<file path="config.mk">
export PLATFORM = sky130hd
export DESIGN_NAME = bank_intc
export DESIGN_NICKNAME = d
export VERILOG_FILES = /design/src/rtl/intc_pkg.sv /design/src/rtl/intc_bank.sv /design/src/rtl/intc_scanner.sv /design/src/rtl/bank_intc.sv
export SDC_FILE = /design/constraint.sdc
export NUM_CORES = 1
export LEC_CHECK = 0
export ABC_CLOCK_PERIOD_IN_PS = 3460
export BUFFER_PORTS_ARGS = -buffer_cell sky130_fd_sc_hd__buf_2
export CORE_UTILIZATION = 30
export CTS_BUF_LIST = sky130_fd_sc_hd__clkbuf_4
export DETAILED_ROUTE_END_ITERATION = 10
export PLACE_DENSITY = 0.57
export SLEW_MARGIN = 10
export SYNTH_ARGS = -nofsm -noshare
export SYNTH_HDL_FRONTEND = slang
export SYNTH_SLANG_ARGS = --single-unit
</file>
<file path="constraint.sdc">
create_clock -name clk -period 3.46 [get_ports clk]
set_clock_uncertainty 0.05 [all_clocks]
set_input_delay 0.346 -clock clk [delete_from_list [all_inputs] [get_ports clk]]
set_output_delay 0.346 -clock clk [all_outputs]
set_load 0.05 [all_outputs]
</file>
<file path="src/rtl/intc_pkg.sv">
package intc_pkg;
    typedef enum logic [0:0] {
        SCAN_IDLE   = 1'b0,
        SCAN_REPORT = 1'b1
    } scan_state_t;
endpackage

</file>
<file path="src/rtl/intc_bank.sv">
module intc_bank #(
    parameter int W = 32
) (
    input  logic         clk,
    input  logic         rst_n,
    input  logic         set_we,
    input  logic         clr_we,
    input  logic [W-1:0] wdata,
    input  logic [W-1:0] lines,
    output logic [W-1:0] en,
    output logic [W-1:0] active
);
    always_ff @(posedge clk) begin
        if (!rst_n)
            en <= '0;
        else if (set_we)
            en <= en | wdata;
        else if (clr_we)
            en <= en & ~wdata;
    end

    assign active = lines & en;

    AST_SET_TAKES: assert property (@(posedge clk) disable iff (!rst_n)
        set_we |=> ((en & $past(wdata)) == $past(wdata)));
    AST_CLR_TAKES: assert property (@(posedge clk) disable iff (!rst_n)
        clr_we |=> ((en & $past(wdata)) == '0));
endmodule

</file>
<file path="src/rtl/intc_scanner.sv">
module intc_scanner
    import intc_pkg::*;
#(
    parameter int W     = 32,
    parameter int NB    = 3,
    parameter int IDX_W = 8
) (
    input  logic              clk,
    input  logic              rst_n,
    input  logic              start,
    input  logic [IDX_W-1:0]  last,
    input  logic [NB*W-1:0]   active_ord,
    output logic              done,
    output logic              found,
    output logic [IDX_W-1:0]  index
);
    localparam int TOTAL = NB * W;

    scan_state_t state_q, state_d;
    logic             hit;
    logic [IDX_W-1:0] hit_idx;
    int               first;

    always_comb begin
        first = int'($signed(last)) + 1;
        if (first < 0)
            first = 0;
        hit     = 1'b0;
        hit_idx = '1;
        for (int i = TOTAL - 1; i >= 0; i--) begin
            if (active_ord[i] && (i >= first)) begin
                hit     = 1'b1;
                hit_idx = IDX_W'(i);
            end
        end
    end

    always_comb begin
        state_d = state_q;
        unique case (state_q)
            SCAN_IDLE:   state_d = start ? SCAN_REPORT : SCAN_IDLE;
            SCAN_REPORT: state_d = start ? SCAN_REPORT : SCAN_IDLE;
            default:     state_d = SCAN_IDLE;
        endcase
    end

    always_ff @(posedge clk) begin
        if (!rst_n)
            state_q <= SCAN_IDLE;
        else
            state_q <= state_d;
    end

    always_ff @(posedge clk) begin
        if (!rst_n) begin
            found <= 1'b0;
            index <= '1;
        end else if (start) begin
            found <= hit;
            index <= hit_idx;
        end
    end

    always_comb begin
        unique case (state_q)
            SCAN_IDLE:   done = 1'b0;
            SCAN_REPORT: done = 1'b1;
            default:     done = 1'b0;
        endcase
    end

    AST_DONE_AFTER_START: assert property (@(posedge clk) disable iff (!rst_n)
        start |=> done);
    AST_DONE_NEEDS_START: assert property (@(posedge clk) disable iff (!rst_n)
        !start |=> !done);
    AST_NONE_ALLONES: assert property (@(posedge clk) disable iff (!rst_n)
        (done && !found) |-> (index == '1));
endmodule

</file>
<file path="src/rtl/bank_intc.sv">
module bank_intc #(
    parameter int  BANK_W    = 32,
    parameter int  NUM_BANKS = 3,
    parameter int  ADDR_W    = 8,
    localparam int TOTAL     = BANK_W * NUM_BANKS,
    localparam int IDX_W     = $clog2(TOTAL) + 1
) (
    input  logic              clk,
    input  logic              rst_n,
    input  logic [TOTAL-1:0]  irq_lines,
    input  logic              bus_sel,
    input  logic              bus_wr,
    input  logic [ADDR_W-1:0] bus_addr,
    input  logic [BANK_W-1:0] bus_wdata,
    output logic [BANK_W-1:0] bus_rdata,
    output logic              irq_out,
    input  logic              scan_start,
    input  logic [IDX_W-1:0]  scan_last,
    output logic              scan_done,
    output logic              scan_found,
    output logic [IDX_W-1:0]  scan_index
);
    localparam int CTRL_OFF = 4 * NUM_BANKS;
    localparam int SET_BASE = 4 * (NUM_BANKS + 1);
    localparam int CLR_BASE = 4 * (2 * NUM_BANKS + 1);

    logic                 wr_q;
    logic [BANK_W-1:0]    ctrl_q;
    logic [BANK_W-1:0]    en_w     [NUM_BANKS];
    logic [BANK_W-1:0]    act_w    [NUM_BANKS];
    logic [NUM_BANKS-1:0] bank_any;
    logic [TOTAL-1:0]     active_ord;
    logic [TOTAL-1:0]     en_all;

    assign wr_q = bus_sel && bus_wr;

    for (genvar b = 0; b < NUM_BANKS; b++) begin : g_bank
        localparam int POS     = (b + NUM_BANKS - 1) % NUM_BANKS;
        localparam int SET_OFF = SET_BASE + 4 * POS;
        localparam int CLR_OFF = CLR_BASE + 4 * POS;
        logic set_we, clr_we;

        assign set_we = wr_q && (bus_addr == ADDR_W'(SET_OFF));
        assign clr_we = wr_q && (bus_addr == ADDR_W'(CLR_OFF));

        intc_bank #(.W(BANK_W)) u_bank (
            .clk    (clk),
            .rst_n  (rst_n),
            .set_we (set_we),
            .clr_we (clr_we),
            .wdata  (bus_wdata),
            .lines  (irq_lines[b*BANK_W +: BANK_W]),
            .en     (en_w[b]),
            .active (act_w[b])
        );

        assign bank_any[b]                   = |act_w[b];
        assign en_all[b*BANK_W +: BANK_W]     = en_w[b];
        assign active_ord[POS*BANK_W +: BANK_W] = act_w[b];
    end

    assign irq_out = |bank_any;

    always_ff @(posedge clk) begin
        if (!rst_n)
            ctrl_q <= '0;
        else if (wr_q && (bus_addr == ADDR_W'(CTRL_OFF)))
            ctrl_q <= bus_wdata;
    end

    always_comb begin
        bus_rdata = '0;
        if (bus_addr == ADDR_W'(CTRL_OFF))
            bus_rdata = ctrl_q;
        for (int b = 0; b < NUM_BANKS; b++) begin
            if (bus_addr == ADDR_W'(4 * b))
                bus_rdata = irq_lines[b*BANK_W +: BANK_W];
            if (bus_addr == ADDR_W'(SET_BASE + 4 * ((b + NUM_BANKS - 1) % NUM_BANKS)) ||
                bus_addr == ADDR_W'(CLR_BASE + 4 * ((b + NUM_BANKS - 1) % NUM_BANKS)))
                bus_rdata = en_w[b];
        end
    end

    intc_scanner #(.W(BANK_W), .NB(NUM_BANKS), .IDX_W(IDX_W)) u_scan (
        .clk        (clk),
        .rst_n      (rst_n),
        .start      (scan_start),
        .last       (scan_last),
        .active_ord (active_ord),
        .done       (scan_done),
        .found      (scan_found),
        .index      (scan_index)
    );

    AST_CTRL_HOLD: assert property (@(posedge clk) disable iff (!rst_n)
        !(wr_q && bus_addr == ADDR_W'(CTRL_OFF)) |=> $stable(ctrl_q));
    AST_IRQ_MASKED: assert property (@(posedge clk) disable iff (!rst_n)
        (en_all == '0) |-> !irq_out);
    AST_IRQ_NOLINES: assert property (@(posedge clk) disable iff (!rst_n)
        (irq_lines == '0) |-> !irq_out);
endmodule

</file>
==> flow_summary.ini <==
[synth]
synth_edf_count = 0
yosysSeqAreaShare = 0.2716
synth_seq_cells = 138
syn-num-nets = 1655
yosysUniqueCellTypes = 82
synth_area_um2 = 10170
syn_inst = 1505
ys.flop_type = dfxtp_1
syn_avg_cell_area_um2 = 6.760
ys_warn_count = 0
ys_async_sr_fraction = 0

[floorplan]
core_um2 = 33450
ios = 192
die_h_um = 186.2
dieArea_um2 = 34650
initial_core_util = 0.3042
rows = 67
fp.dieW_um = 186.2

[critical_path]
worstPathMaxFanout = 15
crit_type = input pin to flop
r2r-end = u_scan.found
crit_arrival_ns = 3.75
r2r_setup_slack_ns = 0.71
worstPathRequired_ns = 3.94
cp-start-kind = input pin
cp-end-kind = flop
reg2reg_depth = 9

[timing]
slew_headroom = 0.5201
rsz0062_at_grt = false
worstMarginPinSlew_ns = 0.7147
fin_crit_ns = 3.278
fin_crit_sh = 0.9474
setup_viol_count_final = 0
fin_setup_tns_ns = 0
hold_violations = 0
max_freq_mhz = 305.1
drv_slew = 0

[routing]
drtIter0Drc = 2094
drt-wirelength-per-cell_um = 26.28
vias = 14550
wl_um = 63600
drt-pass1-iter-count = 11
remaining_drc_errors = 0
antenna_left = 0
viasPerCell = 6.013

[placed_design]
place_congestion = 1.105
hpwl_um = 51240
io_buffers = 191

[min_path]
min_path_cells = 4
hold-path-endpoint = u_scan.index[0]
hold_path.class = input pin to flop
hold_start = irq_lines[35]

[pwr]
powerDensity_nw_per_um2 = 247.6
peakVddDrop_mv = 0.1917
leakage_nw = 5.866

[clocking]
cts_buffers = 17
clockBufferDepth = 2
clk_latency_ns = 0.61
cts.htree.levels = 4
clk_pin_slew_ns = 0.17
clock_sinks = 138
cts_tree = done
cts_root_buf = clkbuf_4

[finish]
fin_util = 0.4265
final_common_cell = nand2_1
final_nets = 2106
layout_common_cells = nand2_1, buf_4, buf_2
syn_to_final_growth_pct = 40.23
drive_above_1_share = 0.2809

[global_route]
overflow = 0
grt_pass1_vias = 13460
grt_pass1_wl_um = 91740
grt_start_max_net_pins = 130
gr-usage-all-layers = 0.3686
antenna_found_initial = 1

[flow_run]
max_cap_viol_count = 0

[run_status]
outcome = complete, no violations
==> synth_stat cells, drive strengths merged (14+ instances only) <==
| cell | n | area [um^2] |
|---|---|---|
| a31oi | 18 | 118.9 |
| nor3 | 27 | 135.1 |
| nor2 | 138 | 518.0 |
| nand3 | 101 | 505.5 |
| buf | 23 | 132.6 |
| o21ai | 68 | 340.3 |
| dfxtp | 138 | 2763 |
| nand4 | 38 | 237.7 |
| nor2b | 15 | 93.84 |
| a222oi | 65 | 650.6 |
| a211oi | 17 | 127.6 |
| a21o | 15 | 112.6 |
| and3 | 15 | 98.84 |
| clkbuf | 75 | 281.5 |
| nand2b | 14 | 87.58 |
| a22oi | 70 | 525.5 |
| a21oi | 128 | 640.6 |
| nor4 | 18 | 118.9 |
| nand2 | 348 | 1306 |
==> kinds of logic after synthesis <==
| kind of cell | count (synthesis) | synth area share |
|---|---|---|
| muxes | 3 | 0.003075 |
| DFF | 138 | 0.2716 |
| and+or+nand+nor | 750 | 0.3302 |
| buffers and inverters | 111 | 0.04551 |
| xor gates and xnor gates | 5 | 0.004304 |
| AOI/OAI and AO/OA | 497 | 0.3441 |
| adders and majority gates | 1 | 0.001230 |
==> final cells by class <==
cell class                 count  area, um^2
fill                        3590       19180
clock buffer                  17       127.6
multi-input combinational   1256        6990
tap                          448       560.5
timing repair buffer         530        3611
clock inverter                15       155.1
sequential                   138        2763
antenna                        3       7.507
inverter                      13       51.30
==> worst max path at each step <==
stage / to / depth (start not counted) / slack (ns) / startpoint
2_1_floorplan: u_scan.index[4] / 12 / 0.41 / scan_last[0]
3_3_place_gp: u_scan.index[0] / 16 / -0.41 / scan_last[0]
3_5_place_dp: u_scan.index[3] / 15 / -0.30 / scan_last[0]
4_1_cts: u_scan.index[3] / 15 / 0.34 / scan_last[0]
5_1_grt: u_scan.index[3] / 14 / 0.07 / scan_last[0]
6_report: u_scan.index[0] / 16 / 0.18 / scan_last[0]
==> stage by stage <==
step | setup slack, ns | hold WS [ns] | total power, mW | instance area (um^2) | std cells
after CTS | 0.3379 | 0.1526 | 3.525 | 14260 | 2417
after floorplan | 0.4077 | 0.3857 | 1.904 | 10170 | 1505
after detailed placement | -0.3013 | 0.3955 | 2.384 | 13640 | 2351
final | 0.1819 | 0.2389 | 3.532 | 14270 | 2420
after global placement | -0.4065 | 0.3855 | 2.392 | 13640 | 2351
after global routing | 0.06512 | 0.2305 | 3.644 | 14260 | 2418
==> where the power goes <==
group	switching, mW	internal [mW]	leakage (nW)	total [mW]
clock network	0.740	0.384	0.153	1.12
logic	0.487	0.322	4.60	0.809
registers	0.00348	1.60	1.11	1.60
==> worst max-delay path: stages <==
cell and delay, ns:
buf_2 0.11, buf_4 0.18, and2_1 0.25, a31oi_1 0.57, nor3_1 0.11, buf_4 0.18, buf_4 0.14, a31oi_1 0.23
buf_4 0.19, a211oi_1 0.06, o31ai_1 0.28, buf_4 0.16, a31oi_1 0.06, o21ai_0 0.40, o211ai_1 0.20, a41o_1 0.28
==> layer usage <==
| metal | share of wire | GRT usage |
|---|---|---|
| met1 | 0.43 | 0.5101 |
| met2 | 0.43 | 0.5584 |
| met3 | 0.095 | 0.07087 |
| met4 | 0.042 | 0.1492 |
| met5 | 0 | 0 |
==> repair_timing <==
action                                  4_1_cts  5_1_grt
endpoints found under the setup margin        0        0
buffers inserted                              0        0
hold endpoints to repair                     72        0
resized for setup                             0        0
hold buffers                                 34        0
(Power assumes the default switching activity.)
